--- src/rtl/frz_pkg.sv ---
package frz_pkg;
  typedef enum logic [1:0] {
    ST_OPEN    = 2'd0,
    ST_DRAIN   = 2'd1,
    ST_HELD    = 2'd2,
    ST_RELEASE = 2'd3
  } frz_state_e;

  localparam int unsigned WIDX_STATUS  = 0;
  localparam int unsigned WIDX_CTRL    = 1;
  localparam int unsigned WIDX_ILLEGAL = 2;
  localparam int unsigned WIDX_VERSION = 3;

  localparam int unsigned CB_FREEZE   = 0;
  localparam int unsigned CB_RESET    = 1;
  localparam int unsigned CB_UNFREEZE = 2;
  localparam int unsigned CTRL_W      = 3;

  localparam logic [31:0] VERSION_VAL = 32'd2;
endpackage

--- src/rtl/frz_txn_count.sv ---
module frz_txn_count #(
  parameter int unsigned CNT_W = 4
) (
  input  logic clk_i,
  input  logic rst_ni,
  input  logic open_i,
  input  logic req_i,
  input  logic done_i,
  output logic gnt_o,
  output logic idle_o
);
  localparam logic [CNT_W-1:0] CNT_MAX = {CNT_W{1'b1}};

  logic [CNT_W-1:0] cnt_q;
  logic             dec;

  assign gnt_o  = req_i && open_i && (cnt_q != CNT_MAX);
  assign dec    = done_i && (cnt_q != '0);
  assign idle_o = (cnt_q == '0);

  always_ff @(posedge clk_i or negedge rst_ni) begin
    if (!rst_ni) cnt_q <= '0;
    else if (gnt_o && !dec) cnt_q <= cnt_q + 1'b1;
    else if (!gnt_o && dec) cnt_q <= cnt_q - 1'b1;
  end

  AST_CNT_NO_WRAP: assert property (@(posedge clk_i) disable iff (!rst_ni)
    ($past(cnt_q) == CNT_MAX) |-> (cnt_q != '0));
  AST_CNT_NO_UNDERFLOW: assert property (@(posedge clk_i) disable iff (!rst_ni)
    ($past(cnt_q) == '0) |-> (cnt_q <= 1));
endmodule

--- src/rtl/frz_seq.sv ---
module frz_seq
  import frz_pkg::*;
(
  input  logic clk_i,
  input  logic rst_ni,
  input  logic frz_req_i,
  input  logic rst_req_i,
  input  logic unfrz_req_i,
  input  logic idle_i,
  output logic open_o,
  output logic held_o,
  output logic freeze_o,
  output logic rst_o,
  output logic frozen_done_o,
  output logic open_done_o
);
  frz_state_e state_q, state_d;

  always_comb begin
    state_d = state_q;
    unique case (state_q)
      ST_OPEN:    if (frz_req_i)   state_d = ST_DRAIN;
      ST_DRAIN:   if (idle_i)      state_d = ST_HELD;
      ST_HELD:    if (unfrz_req_i) state_d = ST_RELEASE;
      ST_RELEASE:                  state_d = ST_OPEN;
      default:                     state_d = ST_OPEN;
    endcase
  end

  always_ff @(posedge clk_i or negedge rst_ni) begin
    if (!rst_ni) state_q <= ST_OPEN;
    else         state_q <= state_d;
  end

  assign open_o        = (state_q == ST_OPEN);
  assign held_o        = (state_q == ST_HELD);
  assign freeze_o      = (state_q == ST_HELD) || (state_q == ST_RELEASE);
  assign rst_o         = held_o && rst_req_i;
  assign frozen_done_o = freeze_o;
  assign open_done_o   = (state_q == ST_OPEN) || (state_q == ST_DRAIN);

  // freeze only completes once the counter has drained
  AST_FREEZE_AFTER_IDLE: assert property (@(posedge clk_i) disable iff (!rst_ni)
    $rose(freeze_o) |-> $past(idle_i));
  AST_RST_BEFORE_RELEASE: assert property (@(posedge clk_i) disable iff (!rst_ni)
    $fell(freeze_o) |-> $past(!rst_o));
endmodule

--- src/rtl/frz_bridge_ctrl.sv ---
module frz_bridge_ctrl
  import frz_pkg::*;
#(
  parameter int unsigned ADDR_W = 4,
  parameter int unsigned CNT_W  = 4
) (
  input  logic              clk_i,
  input  logic              rst_ni,
  input  logic              reg_wr_i,
  input  logic [ADDR_W-1:0] reg_addr_i,
  input  logic [31:0]       reg_wdata_i,
  output logic [31:0]       reg_rdata_o,
  input  logic              region_req_i,
  output logic              region_gnt_o,
  input  logic              region_done_i,
  output logic              freeze_o,
  output logic              region_rst_o
);
  localparam int unsigned WSEL_LO = 2;
  localparam int unsigned WSEL_W  = 2;

  logic [WSEL_W-1:0] wsel;
  logic [CTRL_W-1:0] ctrl_q, wr_ctrl;
  logic              ill_q;
  logic              open, held, idle, frozen_done, open_done;
  logic              wr_ctrl_en, wr_ill_en, wr_bad;
  logic              unused_bits;

  assign wsel        = reg_addr_i[WSEL_LO +: WSEL_W];
  assign wr_ctrl     = reg_wdata_i[CTRL_W-1:0];
  assign wr_ctrl_en  = reg_wr_i && (wsel == WSEL_W'(WIDX_CTRL));
  assign wr_ill_en   = reg_wr_i && (wsel == WSEL_W'(WIDX_ILLEGAL));
  assign wr_bad      = (wr_ctrl[CB_RESET] && !held) ||
                       (wr_ctrl[CB_FREEZE] && wr_ctrl[CB_UNFREEZE]);
  assign unused_bits = ^{reg_addr_i, reg_wdata_i};

  always_ff @(posedge clk_i or negedge rst_ni) begin
    if (!rst_ni) begin
      ctrl_q <= '0;
      ill_q  <= 1'b0;
    end else begin
      if (wr_ctrl_en) begin
        if (wr_bad) ill_q  <= 1'b1;
        else        ctrl_q <= wr_ctrl;
      end
      if (wr_ill_en && reg_wdata_i[0]) ill_q <= 1'b0;
    end
  end

  frz_txn_count #(.CNT_W(CNT_W)) u_count (
    .clk_i  (clk_i),
    .rst_ni (rst_ni),
    .open_i (open),
    .req_i  (region_req_i),
    .done_i (region_done_i),
    .gnt_o  (region_gnt_o),
    .idle_o (idle)
  );

  frz_seq u_seq (
    .clk_i         (clk_i),
    .rst_ni        (rst_ni),
    .frz_req_i     (ctrl_q[CB_FREEZE]),
    .rst_req_i     (ctrl_q[CB_RESET]),
    .unfrz_req_i   (ctrl_q[CB_UNFREEZE]),
    .idle_i        (idle),
    .open_o        (open),
    .held_o        (held),
    .freeze_o      (freeze_o),
    .rst_o         (region_rst_o),
    .frozen_done_o (frozen_done),
    .open_done_o   (open_done)
  );

  always_comb begin
    reg_rdata_o = '0;
    unique case (wsel)
      WSEL_W'(WIDX_STATUS):  reg_rdata_o[1:0] = {open_done, frozen_done};
      WSEL_W'(WIDX_CTRL):    reg_rdata_o[CTRL_W-1:0] = ctrl_q;
      WSEL_W'(WIDX_ILLEGAL): reg_rdata_o[0] = ill_q;
      default:               reg_rdata_o = VERSION_VAL;
    endcase
  end

  AST_NO_GNT_FROZEN: assert property (@(posedge clk_i) disable iff (!rst_ni)
    freeze_o |-> !region_gnt_o);
  AST_RST_ONLY_FROZEN: assert property (@(posedge clk_i) disable iff (!rst_ni)
    region_rst_o |-> freeze_o);
  AST_ILL_STICKY: assert property (@(posedge clk_i) disable iff (!rst_ni)
    ($past(ill_q) && !$past(wr_ill_en && reg_wdata_i[0])) |-> ill_q);
  AST_BAD_WRITE_DROPPED: assert property (@(posedge clk_i) disable iff (!rst_ni)
    $past(wr_ctrl_en && wr_bad) |-> (ctrl_q == $past(ctrl_q)));
endmodule

--- config.mk ---
export PLATFORM = sky130hd
export DESIGN_NAME = frz_bridge_ctrl
export DESIGN_NICKNAME = d
export VERILOG_FILES = /design/src/rtl/frz_pkg.sv /design/src/rtl/frz_txn_count.sv /design/src/rtl/frz_seq.sv /design/src/rtl/frz_bridge_ctrl.sv
export SDC_FILE = /design/constraint.sdc
export NUM_CORES = 1
export LEC_CHECK = 0
export BUFFER_PORTS_ARGS = -buffer_cell sky130_fd_sc_hd__buf_2
export CORE_MARGIN = 2
export CORE_UTILIZATION = 40
export DETAILED_ROUTE_END_ITERATION = 12
export HOLD_SLACK_MARGIN = 0.02
export PLACE_DENSITY = 0.81
export SLEW_MARGIN = 20
export SYNTH_ARGS = -nofsm -noshare
export SYNTH_HDL_FRONTEND = slang
export SYNTH_HIERARCHICAL = 1
export SYNTH_SLANG_ARGS = --single-unit
--- constraint.sdc ---
create_clock -name clk_i -period 3.33 [get_ports clk_i]
set_clock_uncertainty 0.15 [all_clocks]
set_input_delay 0.4995 -clock clk_i [delete_from_list [all_inputs] [get_ports clk_i]]
set_output_delay 0.4995 -clock clk_i [all_outputs]
set_load 0.1 [all_outputs]
==> results of run 1 <==
-- cell usage in the layout, fill, tap and decap left out, types with 2 or more instances in the layout --
| cell type | count |
|---|---|
| conb_1 | 29 |
| buf_2 | 15 |
| dfrtp_1 | 10 |
| nand2_1 | 7 |
| ha_1 | 7 |
| inv_1 | 5 |
| nand2b_1 | 3 |
| mux2_4 | 3 |
| a21oi_1 | 3 |
| clkbuf_4 | 3 |
| mux2i_1 | 2 |
| nor2b_4 | 2 |
| o21ai_0 | 2 |
| o211ai_2 | 2 |
| nand3_1 | 2 |
| xnor2_1 | 2 |
| or2_1 | 2 |
-- metrics by stage --
step	instance area (µm²)	hold slack [ns]	util
6_report	1050	0.326	0.434
5_1_grt	1050	0.331	0.434
4_1_cts	1050	0.325	0.434
3_5_place_dp	1020	0.222	0.420
3_3_place_gp	1020	0.218	0.420
2_1_floorplan	1130	0.0539	-
-- power groups by stage --
stage	Clock (mW)	Combinational, mW	Sequential [mW]
2_1_floorplan	0	0.738	0.242
3_3_place_gp	0	0.767	0.256
3_5_place_dp	0	0.790	0.263
4_1_cts	0.0838	0.792	0.261
5_1_grt	0.0900	0.852	0.275
6_report	0.0831	0.786	0.260
-- cell families (layout without fill, tap and decap cells) --
kind of cell,after synthesis,count (layout),synth area share
adders and majority gates,8,8,0.107
DFF,10,10,0.249
buffers and inverters,37,26,0.252
muxes,7,7,0.0872
AOI/OAI and AO/OA,14,14,0.115
and+or+nand+nor,25,25,0.169
other,1,29,0.00373
xor gates and xnor gates,2,2,0.0174
-- worst min path at each step --
stage | slack (ns) | end | cells after the start | start
final | 0.33 | ctrl_q[1]$_DFFE_PN0P_ | 2 | reg_wdata_i[1]
after global routing | 0.33 | ctrl_q[1]$_DFFE_PN0P_ | 2 | reg_wdata_i[1]
after CTS | 0.32 | ctrl_q[1]$_DFFE_PN0P_ | 2 | reg_wdata_i[1]
after detailed placement | 0.22 | ill_q$_DFFE_PN0P_ | 1 | rst_ni
after global placement | 0.22 | ill_q$_DFFE_PN0P_ | 1 | rst_ni
after floorplan | 0.05 | ctrl_q[0]$_DFFE_PN0P_ | 0 | rst_ni
-- critical path, cell delays in order, from the launching register on --
cell and delay, ns:
dfrtp_1 0.42, inv_1 0.10, ha_1 0.24, nand2_1 0.12, a41oi_4 0.19, ha_1 0.28, inv_1 0.14, ha_1 0.37
or4_4 0.50, o211ai_2 0.09, o211ai_2 0.08
-- layout make-up --
type / instances / area, µm² / area share
clock buffers: 3 / 22.5 / 0.0214
inverters: 6 / 22.5 / 0.0214
multi-input cells: 85 / 629 / 0.597
flip-flops and latches: 10 / 250 / 0.237
well taps: 30 / 37.5 / 0.0356
repair buffers: 17 / 92.6 / 0.0878
-- state kept, by name (all words and copies together) (netlist names) --
| register | count |
|---|---|
| u_count/cnt_q | 4 |
| ctrl_q | 3 |
| u_seq/state_q | 2 |
| ill_q | 1 |
-- per-layer routing --
layer,share of wire,global-route usage,vias up
li1,-,-,331
met1,0.41,0.154,310
met2,0.51,0.213,29
met3,0.077,0.0250,0
met4,0,0.0250,0
met5,0,0,-
==> results.json, run 1 <==
{
  "hold_viol": 0,
  "portBuffers": 15,
  "finalMaxSlewViolations": 0,
  "crit_fanout": 6,
  "r2r-start": "u_seq/state_q[0]$_DFFE_PN0P_",
  "hold_buffers": 1,
  "ir_worst_vdd_mv": 0.514,
  "synth_top_area_share": 0.249,
  "clk_latency_ns": 0.26,
  "internal_power_mw": 0.465,
  "ios": 76,
  "path_class": "flip-flop to flip-flop",
  "worstPathArrival_ns": 2.79,
  "gp_congestion": 0.743,
  "drive_gt1_frac": 0.273,
  "num_vias": 670,
  "cp.required_ns": 3.32,
  "grt_pass1_vias": 571,
  "antenna_found_initial": 0,
  "power.density_nw_per_um2": 1070,
  "tritoncts": "built",
  "rsz0062_at_grt": "no",
  "dp_hpwl_um": 1320,
  "cts_buffers": 3,
  "grt_pass1_wl_um": 2590,
  "grt.overflow.total": 0,
  "wl_per_cell_um": 10.8,
  "core_area_um2": 2430,
  "n_fill_cell": 249,
  "power.total_mw": 1.13,
  "root_buffer": "clkbuf_4",
  "cts_resized": 0,
  "switching_share": 0.588,
  "maxCapViolCount": 0,
  "setup_tns_ns": 0,
  "critPathLaunchType": "flip-flop",
  "netlist_top_cells_count": "buf_4, dfrtp_1, ha_1, nand2_1, inv_1",
  "diodes": 0,
  "min_path_type": "input pin to flip-flop",
  "fin_cells": 151,
  "post_drt_via_cell_ratio": 4.44,
  "grt_usage": 0.122,
  "combPwrFrac": 0.696,
  "syn_inst": 104,
  "p_seq_frac": 0.231,
  "end_kind": "flip-flop",
  "post-place-ws_ns": 0.530,
  "rrSetupSlack_ns": 0.53,
  "synth_seq_cells": 10,
  "setup_slack_ns": 0.532,
  "fp.dieW_um": 54.1,
  "max_freq_mhz": 357,
  "net-switching-power_mw": 0.664,
  "dp_cells": 147,
  "yosys.cell_count.top_type": "buf_4",
  "clk_pin_slew_worst_paths_ns": 0.07,
  "ant_nets": 0,
  "clockBufferDepth": 2,
  "power_frac_clock": 0.074,
  "yosysWarnings": 6,
  "seq_area_frac_synth": 0.249,
  "die_y_um": 54.1,
  "drtIter0Drc": 3,
  "synth.top_cells.by_area": "dfrtp_1, buf_4, ha_1",
  "postRouteWirelength_um": 1630,
  "final.min_clock_period_ns": 2.80,
  "synth_edf_count": 0,
  "h-tree-depth": 1,
  "outcome": "completed",
  "cts.sinks": 10,
  "p_leak_nw": 0.533,
  "area.growth.synth_to_final_pct": 4.98,
  "yosys_most_used_dff": "dfrtp_1",
  "grt_max_degree": 11,
  "synth.distinct_cells": 36,
  "setup_viol": 0,
  "cp-startpoint": "u_seq/state_q[0]$_DFFE_PN0P_",
  "synth.avg_cell_area_um2": 9.66,
  "drt_drc_violations_left": 0,
  "synth_top_area_cell": "dfrtp_1",
  "post-cts-setup-buffers": 0,
  "r2r-end": "u_count/cnt_q[3]$_DFFE_PN0P_",
  "rows": 18,
  "synth_area_um2": 1000,
  "critPathCapture": "u_count/cnt_q[3]$_DFFE_PN0P_",
  "num-nets-final": 172,
  "dieArea_um2": 2930,
  "synth-async-reset-ratio": 1.00,
  "start_util": 0.413,
  "worstRegToRegCells": 10,
  "dr.pass1.iters": 4,
  "finalCritPeriodShare": 0.840
}
Power figures use the tool's default switching activity.
==> run 2: changes to the inputs <==
- clock period: 3.33 -> 2.9 ns (I/O delays scaled with it)
==> results.json, run 2 (synthesis results as in run 1) <==
{
  "end_kind": "flip-flop",
  "h-tree-depth": 1,
  "worstRegToRegCells": 8,
  "rrSetupSlack_ns": 0.40,
  "ios": 76,
  "grt_pass1_vias": 627,
  "ff_latch_area_um2": 250,
  "r2r-end": "u_count/cnt_q[3]$_DFFE_PN0P_",
  "cp-startpoint": "u_count/cnt_q[0]$_DFFE_PN0P_",
  "power_frac_clock": 0.090,
  "switching_share": 0.565,
  "n_fill_cell": 253,
  "grt.overflow.total": 0,
  "clk_latency_ns": 0.26,
  "gp_congestion": 0.745,
  "r2r-start": "u_count/cnt_q[0]$_DFFE_PN0P_",
  "clk_pin_slew_worst_paths_ns": 0.07,
  "drtIter0Drc": 5,
  "p_leak_nw": 0.541,
  "hold_viol": 0,
  "root_buffer": "clkbuf_4",
  "min_from": "reg_wdata_i[2]",
  "drive_gt1_frac": 0.320,
  "drt_drc_violations_left": 0,
  "cts_buffers": 3,
  "slowest_delay_ns": 0.48,
  "fp.dieW_um": 54.1,
  "final_cell_mix": "conb_1, buf_2, dfrtp_1",
  "power.density_nw_per_um2": 1240,
  "dieArea_um2": 2930,
  "net-switching-power_mw": 0.777,
  "portBuffers": 15,
  "clockBufferDepth": 2,
  "core_area_um2": 2430,
  "diodes": 0,
  "cp.depth": 8,
  "combPwrFrac": 0.691,
  "rows": 18,
  "antenna_found_initial": 0,
  "start_util": 0.413,
  "finalMaxSlewViolations": 0,
  "max_freq_mhz": 400,
  "crit_family": "simple AND/OR/NAND/NOR gates",
  "area.growth.synth_to_final_pct": 10.1,
  "tritoncts": "built",
  "setup_tns_ns": 0,
  "worstPathArrival_ns": 2.50,
  "grt_max_degree": 11,
  "min_path_type": "input pin to flip-flop",
  "crit_fanout": 6,
  "dr.pass1.iters": 4,
  "post_drt_via_cell_ratio": 4.54,
  "rsz0062_at_grt": "no",
  "ant_nets": 0,
  "post-place-ws_ns": 0.403,
  "postRouteWirelength_um": 1620,
  "grt_usage": 0.128,
  "whs_ns": 0.269,
  "multi_input_area_um2": 667,
  "cp_cell_sequence": "nor4_1 -> nand2b_1 -> ha_4 -> inv_2 -> ha_4 -> or4_4 -> o211ai_2 -> o211ai_2",
  "wl_per_cell_um": 10.7,
  "dp_hpwl_um": 1380,
  "cts_resized": 0,
  "largest_reg_flops": 4,
  "cts.sinks": 10,
  "ir_worst_vdd_mv": 0.791,
  "regMostFlops": "u_count/cnt_q",
  "num_vias": 690,
  "finalCritPeriodShare": 0.863,
  "cp_slowest_cell": "dfrtp_1",
  "layout.cells.most_common": "conb_1",
  "path_class": "flip-flop to flip-flop",
  "die_y_um": 54.1,
  "critPathCapture": "u_count/cnt_q[3]$_DFFE_PN0P_",
  "reg.largest.list": "u_count/cnt_q: 4 flops, ctrl_q: 3 flops, u_seq/state_q: 2 flops",
  "num-nets-final": 172,
  "maxCapViolCount": 0,
  "grt_pass1_wl_um": 2600,
  "setup_viol": 0,
  "final.min_clock_period_ns": 2.50,
  "internal_power_mw": 0.598,
  "outcome": "completed",
  "p_seq_frac": 0.219,
  "cp.required_ns": 2.89,
  "crit_buf_inv": 1,
  "critPathLaunchType": "flip-flop",
  "setup_slack_ns": 0.398
}
## run 2: worst min path at each step
stage | depth (start not counted) | end | slack, ns
finish | 2 | ctrl_q[2]$_DFFE_PN0P_ | 0.27
global route | 2 | ctrl_q[1]$_DFFE_PN0P_ | 0.26
CTS | 2 | ctrl_q[2]$_DFFE_PN0P_ | 0.26
detailed placement | 1 | u_seq/state_q[1]$_DFFE_PN0P_ | 0.17
global placement | 1 | u_seq/state_q[1]$_DFFE_PN0P_ | 0.16
floorplan | 0 | ctrl_q[0]$_DFFE_PN0P_ | -0.01
## run 2: through the flow
step / cells / cell area [µm²] / util / power [mW]
4_1_cts: 152 / 1110 / 0.455 / 1.39
6_report: 152 / 1110 / 0.455 / 1.37
3_3_place_gp: 147 / 1060 / 0.436 / 1.23
5_1_grt: 152 / 1110 / 0.455 / 1.47
3_5_place_dp: 147 / 1060 / 0.436 / 1.26
2_1_floorplan: 132 / 1170 / - / 1.16
## run 2: area by class of cell
class,count,area share
well taps,30,0.0339
repair buffers,17,0.0837
flip-flops and latches,10,0.226
inverters,6,0.0204
clock buffers,4,0.0328
multi-input cells,85,0.603
## run 2: routing by layer
metal  vias to the layer above  global-route usage  part of all wire
met2                        30               0.248              0.53
met5                         -                   0                 0
met3                         2              0.0417             0.072
met1                       326               0.122              0.38
met4                         0              0.0500            0.0086
li1                        332                   -                 -
## run 2: worst register-to-register path, delay by kind of cell, from the launching register on
kind            cells  cell delay [ns]
fa+ha+maj           2             0.42
flops               1             0.48
simple gates        3             1.09
buf+inv             1             0.07
compound gates      2             0.18
## run 2: power by group through the flow
| stage | clock network [mW] | logic (mW) | registers [mW] |
|---|---|---|---|
| floorplan | 0 | 0.881 | 0.282 |
| global placement | 0 | 0.929 | 0.298 |
| detailed placement | 0 | 0.957 | 0.303 |
| CTS | 0.131 | 0.958 | 0.302 |
| global route | 0.138 | 1.02 | 0.315 |
| finish | 0.124 | 0.950 | 0.300 |
## run 2: repair_timing
action	in CTS	in global routing
hold endpoints to repair	10	0
buffers inserted	0	0
hold buffers	1	0
